### src/rtl/dyn_div_pkg.sv
package dyn_div_pkg;

  // Number of high input cycles in one output period of divisor d (ceil(d/2)).
  function automatic logic [15:0] high_cycles(input logic [15:0] d);
    return (d >> 1) + {15'd0, d[0]};
  endfunction

  // True when the count value is the last cycle of a period of divisor d.
  function automatic logic at_terminal(input logic [15:0] count, input logic [15:0] d);
    return count == (d - 16'd1);
  endfunction

endpackage

### src/rtl/dyn_div_ctrl.sv
module dyn_div_ctrl #(
  parameter int FIELD_W  = 3,
  parameter int RST_CODE = 1
) (
  input  logic               clk,
  input  logic               rst_n,
  input  logic               wr,
  input  logic               wen,
  input  logic [FIELD_W-1:0] wcode,
  input  logic               swap,
  output logic [FIELD_W-1:0] code_q,
  output logic               busy_q,
  output logic               accept
);

  // A write is taken only with its field enable set and no update pending.
  assign accept = wr & wen & ~busy_q;

  always_ff @(posedge clk or negedge rst_n) begin
    if (!rst_n) begin
      code_q <= FIELD_W'(RST_CODE);
      busy_q <= 1'b0;
    end else begin
      if (accept) begin
        code_q <= wcode;
        busy_q <= 1'b1;
      end else if (swap) begin
        busy_q <= 1'b0;
      end
    end
  end

endmodule

### src/rtl/dyn_div_core.sv
module dyn_div_core
  import dyn_div_pkg::*;
#(
  parameter int DIV_W   = 8,
  parameter int RST_DIV = 2
) (
  input  logic             clk,
  input  logic             rst_n,
  input  logic             pending,
  input  logic [DIV_W-1:0] new_div,
  output logic [DIV_W-1:0] act_div,
  output logic [DIV_W-1:0] cnt,
  output logic             phase_q,
  output logic             swap
);

  logic             tc;
  logic [DIV_W-1:0] cnt_nx;
  logic [DIV_W-1:0] div_nx;

  assign tc     = at_terminal(16'(cnt), 16'(act_div));
  assign swap   = tc & pending;
  assign cnt_nx = tc ? '0 : cnt + DIV_W'(1);
  assign div_nx = swap ? new_div : act_div;

  always_ff @(posedge clk or negedge rst_n) begin
    if (!rst_n) begin
      act_div <= DIV_W'(RST_DIV);
      cnt     <= '0;
      phase_q <= 1'b1;
    end else begin
      act_div <= div_nx;
      cnt     <= cnt_nx;
      phase_q <= 16'(cnt_nx) < high_cycles(16'(div_nx));
    end
  end

endmodule

### src/rtl/dyn_clk_div.sv
module dyn_clk_div #(
  parameter int FIELD_SHIFT = 4,
  parameter int FIELD_W     = 3,
  parameter int DIV_W       = 8,
  parameter int BUSY_POS    = 2,
  parameter int STAT_W      = 16,
  parameter int RST_CODE    = 1,
  parameter logic [(2**FIELD_W)*DIV_W-1:0] DIV_LUT =
    {8'd16, 8'd12, 8'd8, 8'd6, 8'd4, 8'd3, 8'd2, 8'd1}
) (
  input  logic              clk,
  input  logic              rst_n,
  input  logic              ctrl_wr,
  input  logic [31:0]       ctrl_wdata,
  output logic [15:0]       ctrl_rdata,
  output logic [STAT_W-1:0] stat_rdata,
  output logic              div_clk
);

  localparam int NCODES  = 2 ** FIELD_W;
  localparam int WEN_BIT = FIELD_SHIFT + 16;
  localparam int RST_DIV = int'(DIV_LUT[RST_CODE*DIV_W +: DIV_W]);

  function automatic bit lut_has_unity();
    for (int i = 0; i < NCODES; i++) begin
      if (DIV_LUT[i*DIV_W +: DIV_W] == DIV_W'(1)) return 1'b1;
    end
    return 1'b0;
  endfunction

  localparam bit HAS_BYPASS = lut_has_unity();

  if (FIELD_SHIFT + FIELD_W > 16) begin : g_bad_field
    $error("divisor field does not fit in the low 16 bits");
  end

  logic [FIELD_W-1:0] code_q;
  logic               busy;
  logic               accept;
  logic               swap;
  logic [DIV_W-1:0]   new_div;
  logic [DIV_W-1:0]   act_div;
  logic [DIV_W-1:0]   cnt;
  logic               phase_q;
  logic               foreign_bits_unused;

  assign foreign_bits_unused = ^ctrl_wdata;

  dyn_div_ctrl #(
    .FIELD_W  (FIELD_W),
    .RST_CODE (RST_CODE)
  ) u_ctrl (
    .clk    (clk),
    .rst_n  (rst_n),
    .wr     (ctrl_wr),
    .wen    (ctrl_wdata[WEN_BIT]),
    .wcode  (ctrl_wdata[FIELD_SHIFT +: FIELD_W]),
    .swap   (swap),
    .code_q (code_q),
    .busy_q (busy),
    .accept (accept)
  );

  assign new_div = DIV_LUT[code_q*DIV_W +: DIV_W];

  dyn_div_core #(
    .DIV_W   (DIV_W),
    .RST_DIV (RST_DIV)
  ) u_core (
    .clk     (clk),
    .rst_n   (rst_n),
    .pending (busy),
    .new_div (new_div),
    .act_div (act_div),
    .cnt     (cnt),
    .phase_q (phase_q),
    .swap    (swap)
  );

  assign ctrl_rdata = 16'(code_q) << FIELD_SHIFT;
  assign stat_rdata = STAT_W'(busy) << BUSY_POS;

  if (HAS_BYPASS) begin : g_bypass
    assign div_clk = (act_div == DIV_W'(1)) ? clk : phase_q;
  end else begin : g_no_bypass
    assign div_clk = phase_q;
  end

endmodule

### config.mk
export PLATFORM = sky130hd
export DESIGN_NAME = dyn_clk_div
export DESIGN_NICKNAME = d
export VERILOG_FILES = /design/src/rtl/dyn_div_pkg.sv /design/src/rtl/dyn_div_ctrl.sv /design/src/rtl/dyn_div_core.sv /design/src/rtl/dyn_clk_div.sv
export SDC_FILE = /design/constraint.sdc
export NUM_CORES = 1
export LEC_CHECK = 0
export ABC_CLOCK_PERIOD_IN_PS = 4380
export BUFFER_PORTS_ARGS = -buffer_cell sky130_fd_sc_hd__buf_2
export CAP_MARGIN = 20
export CORE_MARGIN = 3
export CORE_UTILIZATION = 50
export DETAILED_ROUTE_END_ITERATION = 7
export PLACE_DENSITY = 0.84
export SLEW_MARGIN = 5
export SYNTH_ARGS = -nofsm -noshare
export SYNTH_HDL_FRONTEND = slang
export SYNTH_SLANG_ARGS = --single-unit
### constraint.sdc
create_clock -name clk -period 4.38 [get_ports clk]
set_input_delay 0.438 -clock clk [delete_from_list [all_inputs] [get_ports clk]]
set_output_delay 0.438 -clock clk [all_outputs]
set_load 0.005 [all_outputs]
==> results.md <==
* Result of the run: finished clean
* Worst supply voltage drop on vdd at ~0.14 mV
* Post-Route Skew at around 0.0057 ns
* Clock slew at the register clock pins of the worst setup and hold paths at approximately 0.11 ns
* Termination of the worst setup path: u_core.phase_q
* Data required time of the critical path at between 4 and 5 ns
* Critical-path top delay cell: sky130_fd_sc_hd__dfstp_2
* Diodes inserted at 0
* Grt met3 use at roughly 4.3%
* EDFF count, synth at 0
* Initial Util at 52.9%
* Post-synth ARST share at 100%
* Achievable Freq at around 240 MHz
* Total half-perimeter wirelength after legalization and detailed placement at ~2700 um
* Global route hottest layer: met2
* Crit Path Max Fanout at 6
* Routing usage on met2 at 29.4%
* Area overhead of the layout relative to synthesis at 5.68%
* Fraction of layout cells with a size suffix above 1 at 22.7%
* DRC Markers at 0
* Crit start category: register
* Die Span Y at approximately 66 um
* Source of the worst register-to-register timing path: u_core.act_div[1]
* Critical path's largest stage delay at between 0.5 and 0.6 ns
* Count of pins over their slew limit at 0
* Largest net degree at the start of global routing at 22
* Cell family with most CP delay: simple AND/OR/NAND/NOR gates
* Number of placed instances with taps included at between 200 and 250
* Worst-path cell chain: inv_1 -> ha_2 -> nor3b_1 -> o21a_1 -> nor4_4 -> nand3_2 -> nor3_4 -> mux2i_2 -> ha_1 -> ha_2 -> nand3_1 -> xor2_1 -> mux2_4 -> ha_1 -> a2111oi_2 -> buf_4 -> nand3_1 -> o21ai_1
* Post-CTS setup buffer count at 0
* Count of fill cells added during filler insertion at between 300 and 400
* Leakage power total at a little under 0.9 nW
* Standard-cell rows at 21
* I/O Pins at 68
* Standard cell core area at around 0.0034 mm^2
* Number of nets with antenna violations after detailed routing at 0
* DR vias at between 1000 and 1500
* Final sum of negative setup slack at 0 ns
* Classification of the worst setup path: register to register
* YS warnings at 0
* Dominant register cell in the synthesized netlist: sky130_fd_sc_hd__dfrtp_1
* Syn avg cell area at ~9.4 um^2
* WHS at approximately 0.25 ns
* Register area share after synthesis at about 29%
* Critical path endpoint category: register
* Area fraction of the dominant cell type after synthesis at approximately 25%
* Length of the first detailed-routing pass in iterations at 5
* Routability-driven placement congestion ratio at roughly 0.89
* R2r endpoint: u_core.phase_q
* Post-DR wirelength/cell at about 14 um
* Bufs and invs on worst path at 2
* Worst Reg-to-Reg Cells at 18
* Final instance count without filler cells at 257
* Via count of the first global-routing pass at approximately 1300
* Wirelength, routed at ~3500 um
* Horizontal die dimension at between 60 and 70 um
* Number of buffer cells added on primary ports at 11
* NumNets Final at between 200 and 300
* Wire length of the first global-routing pass at around 5800 um
* Total number of cells along the worst setup path at 18
* Cell with the most instances after synthesis: sky130_fd_sc_hd__buf_4
* R2R Setup Slk at 0.24 ns
* Cell types with the highest counts after synthesis: sky130_fd_sc_hd__buf_4, sky130_fd_sc_hd__dfrtp_1, sky130_fd_sc_hd__nor2_1, sky130_fd_sc_hd__ha_1, sky130_fd_sc_hd__nand3_1
* Clk_lat worst skew at about 0.42 ns
* Netlist Area Pre-Place at 0.00181 mm^2
* Grt total ovfl at 0
* Total die area at approximately 0.0044 mm^2
* Power per cell area at between 150 and 200 mW/mm^2
* Final hold violation count at 0
* Count of max-cap constraint violations at 0
* Fin crit period at 4.14 ns
* Syn Inst Count at about 190
* DRC marker count from the first detailed-route iteration at 57
* GRT Overall Usage at about 18%
* Top area cells in the synthesized netlist: sky130_fd_sc_hd__dfrtp_1, sky130_fd_sc_hd__buf_4, sky130_fd_sc_hd__ha_1
* Top cell type by total area after synthesis: sky130_fd_sc_hd__dfrtp_1
* Via density at about 5.1
* Hold WC Path Type: input port to register
* Data arrival, critical path at roughly 4.5 ns
* Met1 capacity usage during global routing at about a fifth
* Worst Setup SP: u_core.act_div[1]
* Synthesis-stage register bit count at 21
* Period utilization at a little over nine tenths
* CTS tree: built
* Count of cell types in the netlist at 42
* Setup-failing EPs final at 0
* Number of antenna violations at the first check in global routing at 0
* RSZ-0062 raised after global routing: no
-- per-layer routing --
metal	vias up	wire length, um
met1	607	1510
met3	9	142
met4	0	72
met2	38	1800
li1	648	-
met5	-	0
-- registers in the layout, summed over array words and instances (netlist names) --
register        cells
u_core.act_div      8
u_core.cnt          8
u_ctrl.code_q       3
u_core.phase_q      1
u_ctrl.busy_q       1
-- cells by family (layout without fill, tap and decap cells) --
family / count (synthesis) / count (layout) / share of synthesized area [%]
compound gates: 19 / 19 / 6.93
xor+xnor: 21 / 21 / 10.6
fa+ha+maj: 15 / 15 / 10.4
buf+inv: 39 / 31 / 14.8
flops: 21 / 21 / 29.3
mux: 11 / 11 / 7.76
other cells: 1 / 28 / 0.208
simple gates: 65 / 65 / 20.0
-- cell usage in the layout, fill, tap and decap left out, types with 7 or more instances in the layout --
cell / synthesis / final
sky130_fd_sc_hd__nand3_1: 15 / 14
sky130_fd_sc_hd__ha_1: 15 / 13
sky130_fd_sc_hd__xnor2_1: 10 / 10
sky130_fd_sc_hd__buf_2: 1 / 11
sky130_fd_sc_hd__nor2_1: 16 / 16
sky130_fd_sc_hd__xor2_1: 10 / 10
sky130_fd_sc_hd__conb_1: 1 / 28
sky130_fd_sc_hd__nand2_1: 7 / 7
sky130_fd_sc_hd__dfrtp_1: 18 / 18
-- how the worst min path moves through the flow --
| stage | start | endpoint | slack, ns | cells past startpoint |
|---|---|---|---|---|
| floorplan | rst_n | u_core.act_div[0] | 0.14 | 0 |
| global placement | rst_n | u_core.act_div[0] | 0.42 | 1 |
| detailed placement | rst_n | u_core.act_div[4] | 0.42 | 1 |
| CTS | ctrl_wdata[5] | u_ctrl.code_q[1] | 0.24 | 2 |
| global route | ctrl_wdata[5] | u_ctrl.code_q[1] | 0.25 | 2 |
| finish | ctrl_wdata[5] | u_ctrl.code_q[1] | 0.25 | 2 |
-- worst reg2reg max path, stage by stage (launching register included) --
cell,delay (ns)
sky130_fd_sc_hd__dfstp_2,0.56
sky130_fd_sc_hd__inv_1,0.08
sky130_fd_sc_hd__ha_2,0.22
sky130_fd_sc_hd__nor3b_1,0.16
sky130_fd_sc_hd__o21a_1,0.15
sky130_fd_sc_hd__nor4_4,0.25
sky130_fd_sc_hd__nand3_2,0.16
sky130_fd_sc_hd__nor3_4,0.28
sky130_fd_sc_hd__mux2i_2,0.28
sky130_fd_sc_hd__ha_1,0.21
sky130_fd_sc_hd__ha_2,0.24
sky130_fd_sc_hd__nand3_1,0.10
sky130_fd_sc_hd__xor2_1,0.16
sky130_fd_sc_hd__mux2_4,0.28
sky130_fd_sc_hd__ha_1,0.20
sky130_fd_sc_hd__a2111oi_2,0.30
sky130_fd_sc_hd__buf_4,0.17
sky130_fd_sc_hd__nand3_1,0.06
sky130_fd_sc_hd__o21ai_1,0.20
-- through the flow --
stage               utilization, %  worst slack (ns)  total power, mW  cell area [um^2]
floorplan                        -             0.368            0.221              1910
global placement              53.3             0.111            0.209              1820
detailed placement            53.3             0.101            0.210              1820
CTS                           55.0            0.0194            0.347              1880
global route                  55.9            0.0295            0.357              1910
finish                        55.9             0.240            0.341              1910
-- where the power goes --
group          total, mW  switching (mW)  internal (mW)
Combinational     0.0128          0.0104        0.00246
Clock              0.134          0.0696         0.0644
Sequential         0.194               0          0.194
Total              0.341          0.0799          0.261
-- final cells by class --
type | instances | area [um^2] | area share [%]
inverter | 6 | 22.5 | 1.18
multi-input combinational | 159 | 1140 | 59.7
timing repair buffer | 17 | 105 | 5.51
sequential | 21 | 529 | 27.7
clock inverter | 1 | 5.00 | 0.262
clock buffer | 7 | 50.0 | 2.62
tap | 46 | 57.6 | 3.02
-- timing repair --
item | CTS | global route
gates resized for setup | 0 | 8
endpoints found under the setup margin | 0 | 1
hold buffers | 1 | 0
endpoints found under the hold margin | 18 | 0
Power figures use the tool's default switching activity.
